[config.mk]
export PLATFORM = sky130hd
export DESIGN_NAME = psr_bank_unit
export DESIGN_NICKNAME = d
export VERILOG_FILES = /design/src/rtl/psr_pkg.sv /design/src/rtl/psr_ctrl.sv /design/src/rtl/psr_datapath.sv /design/src/rtl/psr_fetch_track.sv /design/src/rtl/psr_bank_unit.sv
export SDC_FILE = /design/constraint.sdc
export NUM_CORES = 1
export LEC_CHECK = 0
export BUFFER_PORTS_ARGS = -buffer_cell sky130_fd_sc_hd__buf_4
export CELL_PAD_IN_SITES_DETAIL_PLACEMENT = 0
export CELL_PAD_IN_SITES_GLOBAL_PLACEMENT = 1
export CORE_MARGIN = 5
export CORE_UTILIZATION = 48
export CTS_CLUSTER_SIZE = 20
export DETAILED_ROUTE_END_ITERATION = 8
export PLACE_DENSITY_LB_ADDON = 0.08
export SLEW_MARGIN = 15
export SYNTH_ARGS = -nofsm -noshare
export SYNTH_HDL_FRONTEND = slang
export SYNTH_SLANG_ARGS = --single-unit
export TNS_END_PERCENT = 1
[constraint.sdc]
create_clock -name clk -period 5.3 [get_ports clk]
set_clock_uncertainty 0.2 [all_clocks]
set_input_delay 0.53 -clock clk [delete_from_list [all_inputs] [get_ports clk]]
set_output_delay 0.53 -clock clk [all_outputs]
set_load 0.03 [all_outputs]
[src/rtl/psr_pkg.sv]
package psr_pkg;
  localparam int MODE_W = 5;
  localparam int NUM_BANKS = 6;
  localparam int BANK_IDX_W = $clog2(NUM_BANKS);

  localparam logic [MODE_W-1:0] MODE_USR = 5'b10000;
  localparam logic [MODE_W-1:0] MODE_FIQ = 5'b10001;
  localparam logic [MODE_W-1:0] MODE_IRQ = 5'b10010;
  localparam logic [MODE_W-1:0] MODE_SVC = 5'b10011;
  localparam logic [MODE_W-1:0] MODE_MON = 5'b10110;
  localparam logic [MODE_W-1:0] MODE_ABT = 5'b10111;
  localparam logic [MODE_W-1:0] MODE_UND = 5'b11011;
  localparam logic [MODE_W-1:0] MODE_SYS = 5'b11111;

  localparam int BIT_ABT_MASK = 8;
  localparam int BIT_IRQ_MASK = 7;
  localparam int BIT_FIQ_MASK = 6;

  typedef struct packed {
    logic entry;
    logic ret;
    logic write;
    logic sync;
  } psrOp_t;

  function automatic logic modeLegal(input logic [MODE_W-1:0] m);
    case (m)
      MODE_USR, MODE_FIQ, MODE_IRQ, MODE_SVC,
      MODE_MON, MODE_ABT, MODE_UND, MODE_SYS: modeLegal = 1'b1;
      default: modeLegal = 1'b0;
    endcase
  endfunction

  function automatic logic modeBanked(input logic [MODE_W-1:0] m);
    modeBanked = modeLegal(m) && (m != MODE_USR) && (m != MODE_SYS);
  endfunction

  function automatic logic [BANK_IDX_W-1:0] bankIdx(input logic [MODE_W-1:0] m);
    case (m)
      MODE_FIQ: bankIdx = BANK_IDX_W'(0);
      MODE_IRQ: bankIdx = BANK_IDX_W'(1);
      MODE_SVC: bankIdx = BANK_IDX_W'(2);
      MODE_MON: bankIdx = BANK_IDX_W'(3);
      MODE_ABT: bankIdx = BANK_IDX_W'(4);
      default:  bankIdx = BANK_IDX_W'(5);
    endcase
  endfunction
endpackage

[src/rtl/psr_ctrl.sv]
module psr_ctrl
  import psr_pkg::*;
(
  input  logic              excEntry,
  input  logic [MODE_W-1:0] excMode,
  input  logic              excReturn,
  input  logic              swWrite,
  input  logic [MODE_W-1:0] swMode,
  input  logic              barrier,
  input  logic [MODE_W-1:0] curMode,
  output psrOp_t            op
);
  // Strict priority on raw strobes: a higher strobe masks lower ones even if
  // its own legality check rejects it.
  logic blockReturn, blockWrite, blockSync;

  assign blockReturn = excEntry;
  assign blockWrite  = excEntry | excReturn;
  assign blockSync   = excEntry | excReturn | swWrite;

  always_comb begin
    op.entry = excEntry & modeBanked(excMode);
    op.ret   = excReturn & ~blockReturn & modeBanked(curMode);
    op.write = swWrite & ~blockWrite & modeLegal(swMode);
    op.sync  = barrier & ~blockSync;
  end
endmodule

[src/rtl/psr_datapath.sv]
module psr_datapath
  import psr_pkg::*;
#(
  parameter int DATA_W = 32
) (
  input  logic              clk,
  input  logic              rstN,
  input  psrOp_t            op,
  input  logic [MODE_W-1:0] excMode,
  input  logic [DATA_W-1:0] swData,
  output logic [DATA_W-1:0] curWord,
  output logic [DATA_W-1:0] savedWord
);
  localparam logic [DATA_W-1:0] RESET_WORD =
      DATA_W'((1 << BIT_ABT_MASK) | (1 << BIT_IRQ_MASK) | (1 << BIT_FIQ_MASK))
      | DATA_W'(MODE_SVC);

  logic [DATA_W-1:0] savedBank [NUM_BANKS];
  logic [MODE_W-1:0] curMode;
  logic [DATA_W-1:0] entryWord;

  assign curMode = curWord[MODE_W-1:0];

  always_comb begin
    entryWord = curWord;
    entryWord[MODE_W-1:0] = excMode;
    entryWord[BIT_IRQ_MASK] = 1'b1;
    if (excMode == MODE_FIQ) entryWord[BIT_FIQ_MASK] = 1'b1;
  end

  always_ff @(posedge clk) begin
    if (!rstN)          curWord <= RESET_WORD;
    else if (op.entry)  curWord <= entryWord;
    else if (op.ret)    curWord <= savedWord;
    else if (op.write)  curWord <= swData;
  end

  // Saved registers carry no reset value.
  for (genvar b = 0; b < NUM_BANKS; b++) begin : gBank
    always_ff @(posedge clk) begin
      if (rstN && op.entry && (bankIdx(excMode) == BANK_IDX_W'(b)))
        savedBank[b] <= curWord;
    end
  end

  assign savedWord = modeBanked(curMode) ? savedBank[bankIdx(curMode)] : '0;
endmodule

[src/rtl/psr_fetch_track.sv]
module psr_fetch_track
  import psr_pkg::*;
(
  input  logic              clk,
  input  logic              rstN,
  input  psrOp_t            op,
  input  logic [MODE_W-1:0] excMode,
  input  logic [MODE_W-1:0] restoreMode,
  input  logic [MODE_W-1:0] swMode,
  input  logic [MODE_W-1:0] curMode,
  output logic [MODE_W-1:0] fetchMode,
  output logic              fetchPending
);
  always_ff @(posedge clk) begin
    if (!rstN) begin
      fetchMode    <= MODE_SVC;
      fetchPending <= 1'b0;
    end else if (op.entry) begin
      fetchMode    <= excMode;
      fetchPending <= 1'b0;
    end else if (op.ret) begin
      fetchMode    <= restoreMode;
      fetchPending <= 1'b0;
    end else if (op.write) begin
      fetchPending <= (swMode != fetchMode);
    end else if (op.sync) begin
      fetchMode    <= curMode;
      fetchPending <= 1'b0;
    end
  end
endmodule

[src/rtl/psr_bank_unit.sv]
module psr_bank_unit
  import psr_pkg::*;
#(
  parameter int DATA_W = 32
) (
  input  logic              clk,
  input  logic              rstN,
  input  logic              excEntry,
  input  logic [MODE_W-1:0] excMode,
  input  logic              excReturn,
  input  logic              swWrite,
  input  logic [DATA_W-1:0] swData,
  input  logic              barrier,
  output logic [DATA_W-1:0] curWord,
  output logic [MODE_W-1:0] fetchMode,
  output logic              fetchPending,
  output logic [DATA_W-1:0] savedWord
);
  psrOp_t op;
  logic [MODE_W-1:0] curMode;

  assign curMode = curWord[MODE_W-1:0];

  psr_ctrl uCtrl (
    .excEntry (excEntry),
    .excMode  (excMode),
    .excReturn(excReturn),
    .swWrite  (swWrite),
    .swMode   (swData[MODE_W-1:0]),
    .barrier  (barrier),
    .curMode  (curMode),
    .op       (op)
  );

  psr_datapath #(.DATA_W(DATA_W)) uData (
    .clk      (clk),
    .rstN     (rstN),
    .op       (op),
    .excMode  (excMode),
    .swData   (swData),
    .curWord  (curWord),
    .savedWord(savedWord)
  );

  psr_fetch_track uFetch (
    .clk         (clk),
    .rstN        (rstN),
    .op          (op),
    .excMode     (excMode),
    .restoreMode (savedWord[MODE_W-1:0]),
    .swMode      (swData[MODE_W-1:0]),
    .curMode     (curMode),
    .fetchMode   (fetchMode),
    .fetchPending(fetchPending)
  );
endmodule

After elaboration in Yosys (flattened, before gate mapping)
Memory sizes are Yosys's and may differ from the RTL's. A register that Yosys moved wholly into a read port is not among the register bits.
Index checks and enable logic that the tools add are counted.
{"block": "op_classes", "n_eq_ne": 22, "muxes": 44, "bitwise": 13, "reduce_logical": 28}
{"operator": "$mux W32", "n": 8}
{"operator": "$reduce_or A32 Y1", "n": 5}
{"operator": "$eq A5 B5 Y1 const B", "n": 10}
{"operator": "$mux W5", "n": 8}
{"operator": "$pmux W3 S5", "n": 2}
{"operator": "$mux W1", "n": 20}
{"operator": "$ne A5 B5 Y1 const B", "n": 4}
{"operator": "$mux W3", "n": 5}
{"operator": "$logic_and A1 B1 Y1", "n": 13}
{"operator": "$mux W7", "n": 1}
{"operator": "$and A1 B1 Y1", "n": 6}
{"operator": "$eq A3 B2 Y1 const B", "n": 2}
{"operator": "$eq A3 B3 Y1 const B", "n": 2}
{"operator": "$reduce_and A2 Y1", "n": 3}
{"operator": "$reduce_bool A3 Y1", "n": 2}
{"operator": "$ne A5 B5 Y1", "n": 1}
{"operator": "$not A1 Y1", "n": 5}
{"operator": "$reduce_bool A2 Y1", "n": 2}
{"operator": "$eq A3 B1 Y1 const B", "n": 1}
{"operator": "$logic_not A3 Y1", "n": 1}
{"operator": "$ne A3 B1 Y1 const B", "n": 1}
{"operator": "$reduce_or A3 Y1", "n": 1}
{"operator": "$ne A2 B2 Y1 const B", "n": 1}
{"operator": "$or A1 B1 Y1", "n": 2}
{"operator": "$reduce_or A2 Y1", "n": 1}
{"block": "word_totals", "ff_bits": 38, "ram_bits": 192, "mem_bits_ro": 128, "input_bits": 43, "output_inout_bits": 70, "elab_cells": 118, "memories": 5}
{"memory": "uData.savedBank", "depth": 6, "word_bits": 32, "read_ports": 1, "rd_ports_with_merged_regs": 0, "wr": 1, "line": "psr_datapath.sv:18", "rtl": "logic [DATA_W-1:0] savedBank [NUM_BANKS];"}
{"memory": "(no name shown)", "depth": 32, "word_bits": 1, "read_ports": 1, "rd_ports_with_merged_regs": 0, "wr": 0, "line": "psr_pkg.sv:27", "rtl": "case (m)"}
{"memory": "(no name shown)", "depth": 32, "word_bits": 1, "read_ports": 1, "rd_ports_with_merged_regs": 1, "wr": 0, "line": "psr_pkg.sv:27"}
{"memory": "(no name shown)", "depth": 32, "word_bits": 1, "read_ports": 1, "rd_ports_with_merged_regs": 0, "wr": 0, "line": "psr_pkg.sv:27"}
{"memory": "(no name shown)", "depth": 32, "word_bits": 1, "read_ports": 1, "rd_ports_with_merged_regs": 1, "wr": 0, "line": "psr_pkg.sv:27"}

Logic depth before layout (Yosys ltp)
Gate-level depths: netlist of the first run.
{"block": "depth", "depth_word": 14, "mapped_depth": 10, "ltp_nobuf": 7}

Cells and area by module
Synthesis of the first run repeated with hierarchy kept, for this count alone.
{"block": "unflattened", "cells_unflattened": 816, "hier_area_um2": 10007.1}
{"mod": "psr_datapath", "instances": 1, "cells_per_inst": 763, "area_each_um2": 9486.6, "seq_area_each_um2": 6426.2}
{"mod": "psr_fetch_track", "instances": 1, "cells_per_inst": 39, "area_each_um2": 412.9, "seq_area_each_um2": 120.1}
{"mod": "psr_ctrl", "instances": 1, "cells_per_inst": 14, "area_each_um2": 107.6, "seq_area_each_um2": 0.0}

Worst setup path after synthesis of the first run
No wires, ideal clock.
{"block": "synth_timing", "path_type": "input to register", "start": "input excMode[4]", "end": "memory uData.savedBank[1][0], enable pin", "setup_time_ns": 0.505, "t_arrival_ns": 3.887, "t_required_ns": 4.595, "setup_slack_ns": 0.708, "cell_stages": 4, "path_buffers": 0, "path_cell_list": "nand2_1 > inv_1 > nand3_1 > nor4_1"}
{"block": "synth_between", "elab_chain_len": 14, "word_cells_on_any_way": 52, "classes_between": "12 x eq/ne; 23 x mux; 1 x bitwise; 15 x reduce/logical; 1 x memory"}
{"item": "from (decl)", "line": "psr_bank_unit.sv:9", "rtl": "input logic [MODE_W-1:0] excMode,"}
{"item": "$mem_v2 Z32 W1 / $ne A5 B5 Y1 (equally long branches)"}
{"item": "$logic_and A1 B1 Y1 (2 in series)", "line": "psr_pkg.sv:35", "rtl": "modeBanked = modeLegal(m) && (m != MODE_USR) && (m != MODE_SYS);"}
{"item": "$and A1 B1 Y1", "line": "psr_ctrl.sv:22", "rtl": "op.entry = excEntry & modeBanked(excMode);"}
{"item": "$logic_and A1 B1 Y1 (2 in series)", "line": "psr_datapath.sv:41", "rtl": "if (rstN && op.entry && (bankIdx(excMode) == BANK_IDX_W'(b)))"}
{"item": "$mux W1", "line": "psr_datapath.sv:41"}
{"item": "$mux W1 (implied by the code)", "line": "psr_datapath.sv:42", "rtl": "savedBank[b] <= curWord;"}
{"item": "$reduce_or A32 Y1 (no line)"}
{"item": "$mux W3 (no line) / $mux W1 (equally long branches) (5 in series)"}
{"item": "to (decl)", "line": "psr_datapath.sv:18"}
Several ways; a longest one is shown, not always the timed one.

Final worst setup path of the first run
{"block": "layout_timing", "start": "register uData.curWord[1]", "end": "output savedWord[5]"}
{"block": "layout_between", "elab_chain_len": 4, "word_cells_on_any_way": 12, "classes_between": "7 x eq/ne; 2 x mux; 2 x reduce/logical; 1 x memory"}
{"item": "from (decl)", "line": "psr_datapath.sv:11", "rtl": "output logic [DATA_W-1:0] curWord,"}
{"item": "from (signal assigned)", "line": "psr_datapath.sv:33", "rtl": "else if (op.entry) curWord <= entryWord;"}
{"item": "from (signal assigned)", "line": "psr_datapath.sv:34", "rtl": "else if (op.ret) curWord <= savedWord;"}
{"item": "from (signal assigned)", "line": "psr_datapath.sv:35", "rtl": "else if (op.write) curWord <= swData;"}
{"item": "$eq A5 B5 Y1 / $ne A5 B5 Y1 (equally long branches)", "line": "psr_pkg.sv:39, psr_pkg.sv:35"}
{"item": "$pmux W3 S5 / $logic_and A1 B1 Y1 (equally long branches)", "line": "psr_pkg.sv:39, psr_pkg.sv:35"}
{"item": "$mem_v2 Z6 W32 / $logic_and A1 B1 Y1 (equally long branches)"}
{"item": "$mux W32 (*)", "line": "psr_datapath.sv:46", "rtl": "assign savedWord = modeBanked(curMode) ? savedBank[bankIdx(curMode)] : '0;"}
{"item": "to (decl)", "line": "psr_bank_unit.sv:17", "rtl": "output logic [DATA_W-1:0] savedWord"}
Every way passes the cells marked *; elsewhere a longest branch is shown, timed or not.

==> key figures, run 1 <==
Power
  • Static Leak: 4.082 nW
  • Worst vdd ir: around 240 uV
  • PnR Total Power: around 5.7 mW
  • Power Dens Cells: 495.4 mW/mm^2

Finish
  • # diodes: 0
  • Share of post-route cells with drive strength above 1: just under 30%
  • Layout fillers: 1661
  • Post-route insts no fill: between 1000 and 1500
  • Area grow syn2layout: 19.37%
  • # nets final: between 800 and 900
  • FF/Latch Area: between 0.006 and 0.007 sq mm
  • Multi-input combinational cell area: 0.002918 sq mm

Global route
  • Vias in the first global route: 6370
  • Largest net degree at the start of global routing: 57
  • GR Util All Layers: 20.48%
  • Global route overflow: 0
  • Antenna violations before repair: 0
  • First-pass GRT wire length: 37290 microns

Clock network
  • CTS Hold Bufs: 0
  • TritonCTS Buffers: 24
  • Post-CTS setup buffer count: 0
  • Clock latency on the worst-skew pair: about 500 ps
  • Clock tree from TritonCTS: done
  • CTS HTree Levels: 1
  • Sink Count: 231
  • Clk root buf: clkbuf_16
  • Post-cts sizing count: 0
  • Max clock buf depth: 3
  • Clk slew on worst S/H paths: 60 ps

Synthesis
  • Post-synth ARST share: 0%
  • Post-synthesis adder-cell area fraction: 0.1033%
  • Synth cell types: 61
  • Synth Area in Simple Gates: 10.40%
  • Ys flop type: edfxtp_1
  • Largest family of logic cells by synthesized area: compound AO/OA/AOI/OAI gates
  • Cell taking the most area after synthesis: edfxtp_1
  • Yosys top cell area share: between 50% and 60%
  • #FFs+latches synth: 231
  • Post-synthesis xor/xnor area fraction: 0.4517%
  • Top cells by area, synth: edfxtp_1 59%, dfxtp_1 8.1%, mux4_2 6.3%
  • Avg Cell Area, Syn: 14.34 sq um
  • Post-synthesis sequential area ratio: 67.53%
  • Compound-gate portion of the synthesized area: around 11%
  • Multiplexer share of the synthesized area: 7.241%
  • Post-synth EDFFs: about 190
  • Mapped Cells: roughly 680
  • Syn. warnings: 0
  • Synth Cell Area: 0.009694 sq mm
  • Post-Syn Nets: 719

Route
  • Drt wl/cell: 22.21 microns
  • DRC: 0
  • Wire length on met3: 1163 microns
  • Via count: 6063
  • First drt pass iteration count: 6
  • Routed wl met2: 12200 microns
  • Initial DRC Count: 400
  • DRT antenna net count: 0
  • Metal-1 WL: about 10000 microns
  • Routed WL: 23830 microns
  • Vias per cell: 5.651
  • Highest metal used: met4

STA
  • Final Hold Fails: 0
  • Min Clock Period, post-route: 4336 ps
  • Max Slew Vio Count: 0
  • Unrepaired setup endpoints after global routing: false
  • Final number of setup-violating endpoints: 0
  • Setup WS post-layout: 963.9 ps
  • Slew @ Worst Pin: 1087 ps
  • Fmax: approximately 230 MHz
  • Fin crit share: roughly four fifths
  • Worst slew margin: 27.30%
  • Sum Neg Setup Slack: 0 ps

Worst setup path
  • Worst path top cell family by delay: compound AO/OA/AOI/OAI gates
  • CP Cell Sequence: nand3b_1 -> a21oi_4 -> mux4_2 -> nor2_1 -> a311oi_1 -> buf_4
  • CP max stage cell: dfxtp_1
  • Worst Path Required: about 4600 ps
  • Buffers and inverters on the worst path: 1
  • CP peak stage delay: 840 ps
  • Worst R2R Setup Slack: 1780 ps
  • Setup crit start: uData.curWord[1]
  • Crit Reg-Reg Startpoint: uData.curWord[1]
  • Startpoint types: flip-flop
  • Crit. End Element: output port
  • CP arrival: ~3600 ps
  • Max FO, Critical Path: 25
  • Critical Setup Path Class: reg -> out

Die
  • Die span in x: 152.1 microns
  • Die H: about 150 microns
  • Core area: 0.02004 sq mm
  • I/O Pins: 113
  • Die Area: 0.02314 sq mm
  • Initial Util: 48.38%
  • Cell Rows: 52

Run
  • Number of max-cap violations: 0

Hold path
  • Hold path startpoint: swData[10]
  • Hold WC Path Type: in -> reg

Placement
  • HPWL after DPL: 14080 microns
  • IO buf count: 112
  • Dpl ws: between 1000 and 1500 ps
  • Placed instance count: 1029
  • GP Congestion: 0.8971

Status
  • Outcome: finished clean
[sequential cells by signal, indices dropped and copies added, names as in the netlist, named ones only]
register and count:
uData.savedBank 192, uData.curWord 32, uFetch.fetchPending 1, uFetch.fetchMode 5
[where the power goes]
part / internal (mW) / leakage (nW) / switching (mW)
registers: 2.07 / 2.09 / 0.110
logic: 0.702 / 1.61 / 1.16
clock network: 1.01 / 0.389 / 0.677
total: 3.78 / 4.08 / 1.95
[path summary, 6_finish.rpt]
check                        end  cells past startpoint
max reg2reg            flip-flop                      7
min            uData.curWord[10]                      3
max                 savedWord[5]                      6
min reg2reg  uFetch.fetchPending                      2
[worst min-delay path, delay by kind of cell]
kind / cells / cell delay [ps]
buffers and inverters: 1 / 110
AO/OA/AOI/OAI: 1 / 50
AND/OR/NAND/NOR: 1 / 40
[cells in the final DEF, fill, tap and decap left out, drive strengths merged, types with 2 or more instances in the layout]
cell,n
nor3,6
a31oi,6
clkinv,8
buf,125
nor3b,3
a311oi,27
o22ai,2
mux4,27
nor2b,6
xnor2,2
nor4,3
o211ai,4
dfxtp,39
inv,6
o21ai,10
nand3b,4
a2bb2oi,2
o32a,2
clkbuf,32
mux2i,6
and3,4
nor2,64
edfxtp,192
mux2,3
nand2,108
a21oi,34
o21a,2
o211a,2
nand3,13
xor2,3
a211oi,24
bufinv,3
nand2b,6
o41ai,3
and2,2
[metrics by stage]
step                      instance area, sq um  hold slack, ps  util [%]
after floorplan                           9694           431.2         -
final                                    11570           59.74     57.75
after global routing                     11570           60.39     57.75
after CTS                                11570           45.15     57.75
after global placement                   10780           333.0     53.77
after detailed placement                 10780           348.5     53.77
[layout make-up]
cell class,count,area share (%)
Multi-Input combinational cell,397,25.21
Sequential cell,231,56.57
Tap cell,270,2.919
Timing Repair Buffer,125,8.217
Clock inverter,12,1.265
Inverter,6,0.1946
Clock buffer,32,5.622
[synthesized netlist by cell type, types with 3 or more instances]
cell	number
nand2b_1	6
nand3_1	13
a311oi_1	8
buf_6	3
a311oi_2	19
buf_1	3
and3_1	4
a211oi_1	9
inv_1	6
buf_2	14
a31oi_1	6
nor4_1	3
nor2b_1	6
a21oi_1	33
edfxtp_1	192
o211ai_1	4
nor3_1	6
dfxtp_1	39
mux2_2	3
clkbuf_1	15
o21ai_0	10
mux2i_1	6
mux4_2	27
nand3b_1	4
nand2_1	107
xor2_1	3
buf_4	5
a211oi_2	15
o41ai_1	3
nor2_1	63
nor3b_1	3
[logic make-up after synthesis]
family                   count (synthesis)
flip-flops                             231
AND/OR/NAND/NOR                        227
AO/OA/AOI/OAI                          128
buffers and inverters                   48
multiplexers                            36
XOR/XNOR                                 5
adder cells (fa/ha/maj)                  1
[layer usage]
layer,GRT usage [%],vias to the layer above
met4,4.966,0
li1,-,2812
met2,35.63,165
met1,27.10,3062
met5,0,-
met3,3.441,24
Power figures use the tool's default switching activity.
==> run 2: changes to the inputs <==
Settings changed: CORE_UTILIZATION 48 to 44.
Clock period 5.3 ns to 3.5 ns, I/O delays scaled along.
==> key figures, run 2 (same netlist as run 1, synthesis figures left out) <==
Status
  • Outcome: finished clean

Clock network
  • Max clock buf depth: 3 (unchanged)
  • Clk root buf: clkbuf_16
  • Post-CTS setup buffer count: 0 (unchanged)
  • Clk slew on worst S/H paths: 60 ps (about the same)
  • Clock tree from TritonCTS: done
  • CTS HTree Levels: 1 (unchanged)
  • TritonCTS Buffers: 25 (+4.2%)
  • Clock latency on the worst-skew pair: 520 ps (about the same)
  • Sink Count: 231 (unchanged)

Worst setup path
  • CP max stage cell: dfxtp_1
  • CP Cell Sequence: buf_6 -> nor2b_1 -> o21ai_0 -> and3_1 -> o41ai_1 -> buf_4 -> nor2b_1 -> buf_4
  • Buffers and inverters on the worst path: 3 (+2)
  • Startpoint types: flip-flop
  • CP peak stage delay: 450 ps (-390 ps)
  • Worst Path Required: 2950 ps (-1620 ps)
  • Crit. End Element: output port
  • CP arrival: 2770 ps (-840 ps)
  • Critical Setup Path Class: reg -> out
  • Max FO, Critical Path: 17 (-32%)
  • Worst path top cell family by delay: simple AND/OR/NAND/NOR gates

Power
  • Worst vdd ir: 534.7 uV (+130%)
  • Static Leak: 4.357 nW (+6.7%)
  • Power Dens Cells: 733.3 mW/mm^2 (+48%)
  • PnR Total Power: 8.970 mW (+56%)

Route
  • DRC: 0 (unchanged)
  • Initial DRC Count: 312 (-22%)
  • Routed WL: 24390 microns (+2.4%)
  • Vias per cell: 5.560 (-1.6%)
  • Drt wl/cell: 21.47 microns (-3.3%)
  • First drt pass iteration count: 4 (-2)
  • Via count: 6316 (+4.2%)
  • DRT antenna net count: 0 (unchanged)

Die
  • Die H: 158.4 microns (+4.2%)
  • Cell Rows: 54 (+3.8%)
  • Die span in x: 158.4 microns (+4.2%)
  • I/O Pins: 113 (unchanged)
  • Core area: 0.02176 sq mm (+8.6%)
  • Initial Util: 44.56% (-3.8 points)
  • Die Area: 0.02510 sq mm (+8.5%)

Finish
  • Largest regs: uData.savedBank: 192 flops, uData.curWord: 32 flops, uFetch.fetchMode: 5 flops
  • # nets final: 880 (+6.3%)
  • Final instance area: 0.01223 sq mm (+5.7%)
  • # diodes: 0 (unchanged)
  • Share of post-route cells with drive strength above 1: 31.89% (+2.1 points)
  • Post-route insts no fill: 1136 (+5.9%)
  • Max reg flops: 192 (unchanged)
  • Layout fillers: 1766 (+6.3%)
  • Most common cell after layout, fill and taps aside: edfxtp_1
  • Most frequent cells in the layout: 192 x edfxtp_1, 134 x buf_4, 106 x nand2_1, 61 x nor2_1, 36 x dfxtp_1
  • Area grow syn2layout: 26.19%
  • Post-layout util: 56.23% (-1.5 points)
  • Most flops, register: uData.savedBank

Hold path
  • Hold WC Path Type: in -> reg

Global route
  • Antenna violations before repair: 0 (unchanged)
  • GR Util All Layers: 19.36% (-1.1 points)
  • Global route overflow: 0 (unchanged)
  • Largest net degree at the start of global routing: 33 (-42%)
  • First-pass GRT wire length: 37330 microns (about the same)
  • Vias in the first global route: 6428 (+0.91%)

STA
  • Final Hold Fails: 0 (unchanged)
  • Worst slew margin: 51.15% (+24 points)
  • Min Clock Period, post-route: between 3000 and 4000 ps
  • Fmax: 300.8 MHz
  • Unrepaired setup endpoints after global routing: false
  • Max Slew Vio Count: 0 (unchanged)
  • Final number of setup-violating endpoints: 0 (unchanged)
  • Setup WS post-layout: 175.5 ps (-788.4 ps)
  • Fin crit share: between 90% and 100%
  • Slew @ Worst Pin: 731.0 ps (-355.6 ps)

Placement
  • Placed Area: 0.01105 sq mm (+2.6%)
  • HPWL after DPL: 15460 microns (+9.8%)
  • IO buf count: 112 (unchanged)
  • Dpl ws: 433.4 ps (-1048 ps)
  • Placed instance count: 1060 (+3.0%)
  • GP Congestion: 0.8169 (-8.9%)

Run
  • Number of max-cap violations: 0 (unchanged)
run 2: changes by cell type in the layout (fill, tap and decap cells not counted), moves of 2 or more:
cell,delta
a311oi_1,-5
a311oi_2,+5
buf_12,+8
buf_4,+10
buf_6,+3
clkbuf_1,-2
clkinv_2,+2
clkinvlp_4,+2
dfxtp_1,-3
dfxtp_2,+3
dlygate4sd3_1,+30
run 2: per-stage QoR:
stage | setup TNS [ps] | hold WS [ps]
global route | 0 | 45.18
finish | 0 | 46.55
detailed placement | 0 | 345.5
floorplan | -1692 | 251.2
CTS | 0 | 28.79
global placement | 0 | 334.2
run 2: repair_timing:
| action | CTS | global route |
|---|---|---|
| hold buffers | 30 | 0 |
| endpoints found under the setup margin | 12 | 15 |
| pin swaps | 0 | 2 |
| hold endpoints to repair | 41 | 0 |
| resized for setup | 6 | 9 |
run 2: worst paths after layout:
path	startpoint	end	slack [ps]	cells after the start
worst max register to register	uData.curWord[2]	uData.curWord[8]	500	10
worst min-delay path	excMode[3]	uData.savedBank[1][1]	50	2
worst max-delay path	uData.curWord[2]	savedWord[1]	180	8
worst min register to register	uFetch.fetchPending	uFetch.fetchPending	350	2
run 2: layer usage:
layer / global-route usage [%] / wire, microns / share of wire (%)
met3: 2.664 / 1106 / 4.5
met5: 0 / 0 / 0
met2: 32.61 / 11980 / 49
met4: 4.752 / 466 / 1.9
met1: 26.81 / 10840 / 44
run 2: where the power goes:
group / leakage [nW] / internal, mW / switching [mW]
logic: 1.87 / 1.25 / 1.86
registers: 2.09 / 3.13 / 0.152
clock network: 0.397 / 1.53 / 1.05
total: 4.36 / 5.91 / 3.06
run 2: layout make-up:
type	instances	area (sq um)	share of cell area [%]
flip-flops and latches	231	6550	53.54
multi-input cells	397	2978	24.34
repair buffers	176	1520	12.43
clock buffers	32	681.9	5.574
well taps	280	350.3	2.864
clock inverters	14	130.1	1.064
inverters	6	22.52	0.1841
